## src/rtl/bank_hash_pkg.sv

```systemverilog
package bank_hash_pkg;
  typedef enum logic [1:0] {
    MAP_PASS = 2'd0,
    MAP_XOR  = 2'd1,
    MAP_POLY = 2'd2,
    MAP_RSVD = 2'd3
  } map_mode_e;

  localparam int POLY_BANKS  = 16;
  localparam int POLY_BITS   = 4;
  localparam int POLY_ROW_W  = 13;

  // tap masks over row[12:0], one per hashed bank bit
  localparam logic [POLY_ROW_W-1:0] POLY_TAPS [POLY_BITS] = '{
    13'h0F59, 13'h11EB, 13'h03D6, 13'h07AC
  };
endpackage

```

## src/rtl/bank_xor_fold.sv

```systemverilog
module bank_xor_fold #(
  parameter int BANK_W = 4
) (
  input  logic [BANK_W-1:0] row_lo,
  input  logic [BANK_W-1:0] bank,
  output logic [BANK_W-1:0] hashed
);
  assign hashed = bank ^ row_lo;
endmodule

```

## src/rtl/bank_poly_fold.sv

```systemverilog
module bank_poly_fold
  import bank_hash_pkg::*;
#(
  parameter int BANKS  = 16,
  parameter int BANK_W = 4
) (
  input  logic [POLY_ROW_W-1:0] row,
  input  logic [BANK_W-1:0]     bank,
  output logic [BANK_W-1:0]     hashed,
  output logic                  supported
);
  generate
    if (BANKS == POLY_BANKS) begin : g_poly
      for (genvar i = 0; i < POLY_BITS; i++) begin : g_bit
        assign hashed[i] = (^(row & POLY_TAPS[i])) ^ bank[i];
      end
      assign supported = 1'b1;
    end else begin : g_none
      logic unused_row;
      assign unused_row = ^row;
      assign hashed     = bank;
      assign supported  = 1'b0;
    end
  endgenerate
endmodule

```

## src/rtl/bank_hash_stage.sv

```systemverilog
module bank_hash_stage #(
  parameter int W = 8
) (
  input  logic         clk,
  input  logic         rst_n,
  input  logic         s_valid,
  output logic         s_ready,
  input  logic [W-1:0] s_data,
  output logic         m_valid,
  input  logic         m_ready,
  output logic [W-1:0] m_data
);
  logic         full_q;
  logic [W-1:0] data_q;

  assign s_ready = !full_q || m_ready;
  assign m_valid = full_q;
  assign m_data  = data_q;

  always_ff @(posedge clk or negedge rst_n) begin
    if (!rst_n) begin
      full_q <= 1'b0;
      data_q <= '0;
    end else if (s_valid && s_ready) begin
      full_q <= 1'b1;
      data_q <= s_data;
    end else if (m_ready) begin
      full_q <= 1'b0;
    end
  end
endmodule

```

## src/rtl/bank_hash_unit.sv

```systemverilog
module bank_hash_unit
  import bank_hash_pkg::*;
#(
  parameter int BANKS  = 16,
  parameter int ROW_W  = 16,
  parameter int TAG_W  = 8,
  localparam int BANK_W = $clog2(BANKS)
) (
  input  logic              clk,
  input  logic              rst_n,
  input  logic [1:0]        mode,
  input  logic              in_valid,
  output logic              in_ready,
  input  logic [ROW_W-1:0]  in_row,
  input  logic [BANK_W-1:0] in_bank,
  input  logic [TAG_W-1:0]  in_tag,
  output logic              out_valid,
  input  logic              out_ready,
  output logic [ROW_W-1:0]  out_row,
  output logic [BANK_W-1:0] out_bank,
  output logic [TAG_W-1:0]  out_tag,
  output logic              cfg_err
);
  localparam int PAY_W = ROW_W + TAG_W + BANK_W;

  logic [BANK_W-1:0] xor_bank, poly_bank, sel_bank;
  logic              poly_ok, accept, err_q;
  logic [PAY_W-1:0]  pay_in, pay_out;
  map_mode_e         mode_e;

  assign mode_e = map_mode_e'(mode);

  bank_xor_fold #(.BANK_W(BANK_W)) u_xor (
    .row_lo (in_row[BANK_W-1:0]),
    .bank   (in_bank),
    .hashed (xor_bank)
  );

  bank_poly_fold #(.BANKS(BANKS), .BANK_W(BANK_W)) u_poly (
    .row       (in_row[POLY_ROW_W-1:0]),
    .bank      (in_bank),
    .hashed    (poly_bank),
    .supported (poly_ok)
  );

  always_comb begin
    unique case (mode_e)
      MAP_XOR:  sel_bank = xor_bank;
      MAP_POLY: sel_bank = poly_bank;
      default:  sel_bank = in_bank;
    endcase
  end

  assign pay_in = {in_row, in_tag, sel_bank};
  assign accept = in_valid && in_ready;

  bank_hash_stage #(.W(PAY_W)) u_stage (
    .clk     (clk),
    .rst_n   (rst_n),
    .s_valid (in_valid),
    .s_ready (in_ready),
    .s_data  (pay_in),
    .m_valid (out_valid),
    .m_ready (out_ready),
    .m_data  (pay_out)
  );

  assign out_row  = pay_out[PAY_W-1 -: ROW_W];
  assign out_tag  = pay_out[BANK_W +: TAG_W];
  assign out_bank = pay_out[BANK_W-1:0];

  always_ff @(posedge clk or negedge rst_n) begin
    if (!rst_n)
      err_q <= 1'b0;
    else if (accept && mode_e == MAP_POLY && !poly_ok)
      err_q <= 1'b1;
  end

  assign cfg_err = err_q;
endmodule

```

## config.mk

```make
export PLATFORM = sky130hd
export DESIGN_NAME = bank_hash_unit
export DESIGN_NICKNAME = d
export VERILOG_FILES = /design/src/rtl/bank_hash_pkg.sv /design/src/rtl/bank_xor_fold.sv /design/src/rtl/bank_poly_fold.sv /design/src/rtl/bank_hash_stage.sv /design/src/rtl/bank_hash_unit.sv
export SDC_FILE = /design/constraint.sdc
export NUM_CORES = 1
export LEC_CHECK = 0
export ABC_AREA = 0
export BUFFER_PORTS_ARGS = -buffer_cell sky130_fd_sc_hd__buf_4
export CORE_UTILIZATION = 30
export DETAILED_ROUTE_END_ITERATION = 12
export RECOVER_POWER = 50
export REMOVE_ABC_BUFFERS = 1
export SLEW_MARGIN = 15
export SYNTH_ARGS = -nofsm -noshare
export SYNTH_HDL_FRONTEND = slang
export SYNTH_SLANG_ARGS = --single-unit
```

## constraint.sdc

```tcl
create_clock -name clk -period 1.2 [get_ports clk]
set_input_delay 0 -clock clk [delete_from_list [all_inputs] [get_ports clk]]
set_output_delay 0 -clock clk [all_outputs]
set_load 0.01 [all_outputs]
```

==> out/metrics.cfg <==
[place]
gp_congestion=0.771
post-dp-hpwl_mm=2.59
io_buffers=63
dp_cells=234

[outcome]
violations=DRC, setup timing
outcome=finished, violations left

[drt]
wl_mm=3.53
drc=3
wirelength_met1_mm=1.39
drtIter0Drc=17
vias_per_cell=4.49
wl_met3_um=294
vias=1189
drtPass1Iterations=7
antenna_violating_nets_post_route=0
post_drt_wl_per_cell_um=13.3
top_layer_used=met4
wl_met2_mm=1.81

[floorplan]
rows=24
start_util=0.322
io_pins=65
die_h_um=71.3
die_width_um=71.3
dieArea_mm2=0.00508
core_area_mm2=0.00447

[clocking]
clock_latency_ps=280
cts_root_buf=clkbuf_8
cts_made_buffers=5
cts_tree=yes
cts_max_path_buffers=2
clock_sinks=29
cts.clk_slew.worst_paths_ps=70
h-tree-depth=2

[yosys]
yosys-top-cells-area=dfrtp_1, mux2_2, xnor2_1
ys_types=20
netlist_area_mm2=0.00144
synth-seq-cells=29
async_flop_share=1.00
synth_ff_type=dfrtp_1
synth_most_common_cell=dfrtp_1
synth_area_per_cell_um2=12.9
ys_seq_area_frac=0.504
synth_area_leader_cell=dfrtp_1
syn_inst=112
synth_common_cells=dfrtp_1, mux2_2, xnor2_1
yosys.area.top_type_share=0.504
yosysWarnings=0
synth_edf_count=0

[critical_path]
crit_path_end_kind=register
cp_cell_sequence=nand2b_1 -> nand2_2 -> buf_6 -> mux2_2
reg2reg_from=u_stage.m_valid
worstSetupPathType=reg -> reg
crit_arrival_ps=1390
start_kind=register
critPathSlowestCell=dfrtp_1
crit_path_start=u_stage.m_valid
critPathTopFamily=flip-flops
cp_slowest_stage_delay_ps=360
worstPathRequired_ps=1360
crit_buf_inv=1
crit_fanout=14

[hold_path]
hp-start=in_row[4]
hp-class=in -> reg

[power]
vdd_ir_drop_max_mv=1.01
power.total_mw=3.24
cellPowerDensity_mw_per_mm2=1340
leakage_nw=1.15

[timing]
max_freq_mhz=812
min_period_ps=1230
slew_headroom=0.534
clock_skew_ps=5.76
worst_pin_slew_ps=699
finalCritPeriodShare=1.03
hold_viol=0
finalMaxSlewViolations=0
fin_ws_ps=-31.1
setup_viol=19
holdWs_ps=69.8
finalSetupTns_ps=-302
rsz0062_at_grt=true

[cells_and_area]
n_antenna_cell=0
post-route-util=0.543
nets=248
areaGrowthSynthToFinish_pct=68.6
stdcell_count=265
nFillCells=388
layout-drive-gt1-share=0.545

[flow_run]
drv_cap=0

[global_routing]
gr-usage-all-layers=0.156
grt_max_degree=30
overflow=0
antenna_found_initial=0
grt_pass1_wl_mm=6.01
grt_pass1_vias=1305

path summary, 6_finish.rpt:
path / endpoint / slack [ps] / cells after the start
hold / removal: u_stage.m_data[16] / 70 / 3
min in group asynchronous: u_stage.m_valid / 300 / 2
hold reg to reg: u_stage.m_data[8] / 510 / 1
setup reg to reg: u_stage.m_data[27] / -30 / 4
max in group asynchronous: u_stage.m_data[20] / 460 / 2
setup / recovery: u_stage.m_data[27] / -30 / 4
routing by layer:
layer  vias up  global-route usage
li1        573                   -
met1       563               0.176
met2        47               0.269
met3         6              0.0689
met4         0              0.0467
met5         -                   0
layout make-up:
class,instances,area (um2),area share
clock buffers,6,82.6,0.0340
clock inverters,2,37.5,0.0155
inverters,6,22.5,0.00927
multi-input cells,73,707,0.291
flip-flops and latches,29,726,0.299
well taps,52,65.1,0.0268
repair buffers,97,788,0.325
state kept, by name, summed over array words and instances (netlist names):
register and cells:
u_stage.m_data 28, u_stage.m_valid 1
per-stage QoR:
stage | setup slack, ps | cell area [um2]
final | -31.1 | 2430
after global routing | -133 | 2430
after CTS | -51.9 | 2430
after detailed placement | -179 | 2040
after global placement | -152 | 2040
after floorplan | -828 | 1420
logic make-up after synthesis:
family                   share of synthesized area
buffers and inverters                       0.0304
XOR/XNOR                                     0.176
AO/OA/AOI/OAI                               0.0513
adder cells (fa/ha/maj)                     0.0174
AND/OR/NAND/NOR                             0.0304
multiplexers                                 0.188
other                                      0.00260
flip-flops                                   0.504
placed cells by master (no fill, tap or decap), types with 2 or more instances in the layout:
cell type and n:
a21oi_1 6, a21oi_2 2, a221oi_2 3, buf_4 72, buf_6 2, clkbuf_8 6
dfrtp_1 29, dlygate4sd3_1 22, ha_1 2, inv_1 6, mux2_2 24, nand2b_1 2
nor2_1 4, xnor2_1 17, xnor3_1 2, xor2_1 5
worst register-to-register path: stages, from the launching register on:
cell and delay [ps]:
dfrtp_1 360, nand2b_1 90, nand2_2 120, buf_6 190, mux2_2 360
report_power, final:
group / total (mW) / switching [mW] / leakage [nW] / internal [mW]
Sequential: 1.20 / 0.0787 / 0.340 / 1.12
Clock: 1.06 / 0.386 / 0.0574 / 0.674
Combinational: 0.979 / 0.398 / 0.752 / 0.581
timing repair:
item | 4_1_cts | 5_1_grt
endpoints found under the hold margin | 50 | 0
resized for setup | 10 | 0
cloned | 0 | 0
buffers inserted | 2 | 0
setup endpoints to repair | 28 | 28
hold buffers | 22 | 0
pin swaps | 3 | 1
Power figures use the tool's default switching activity.
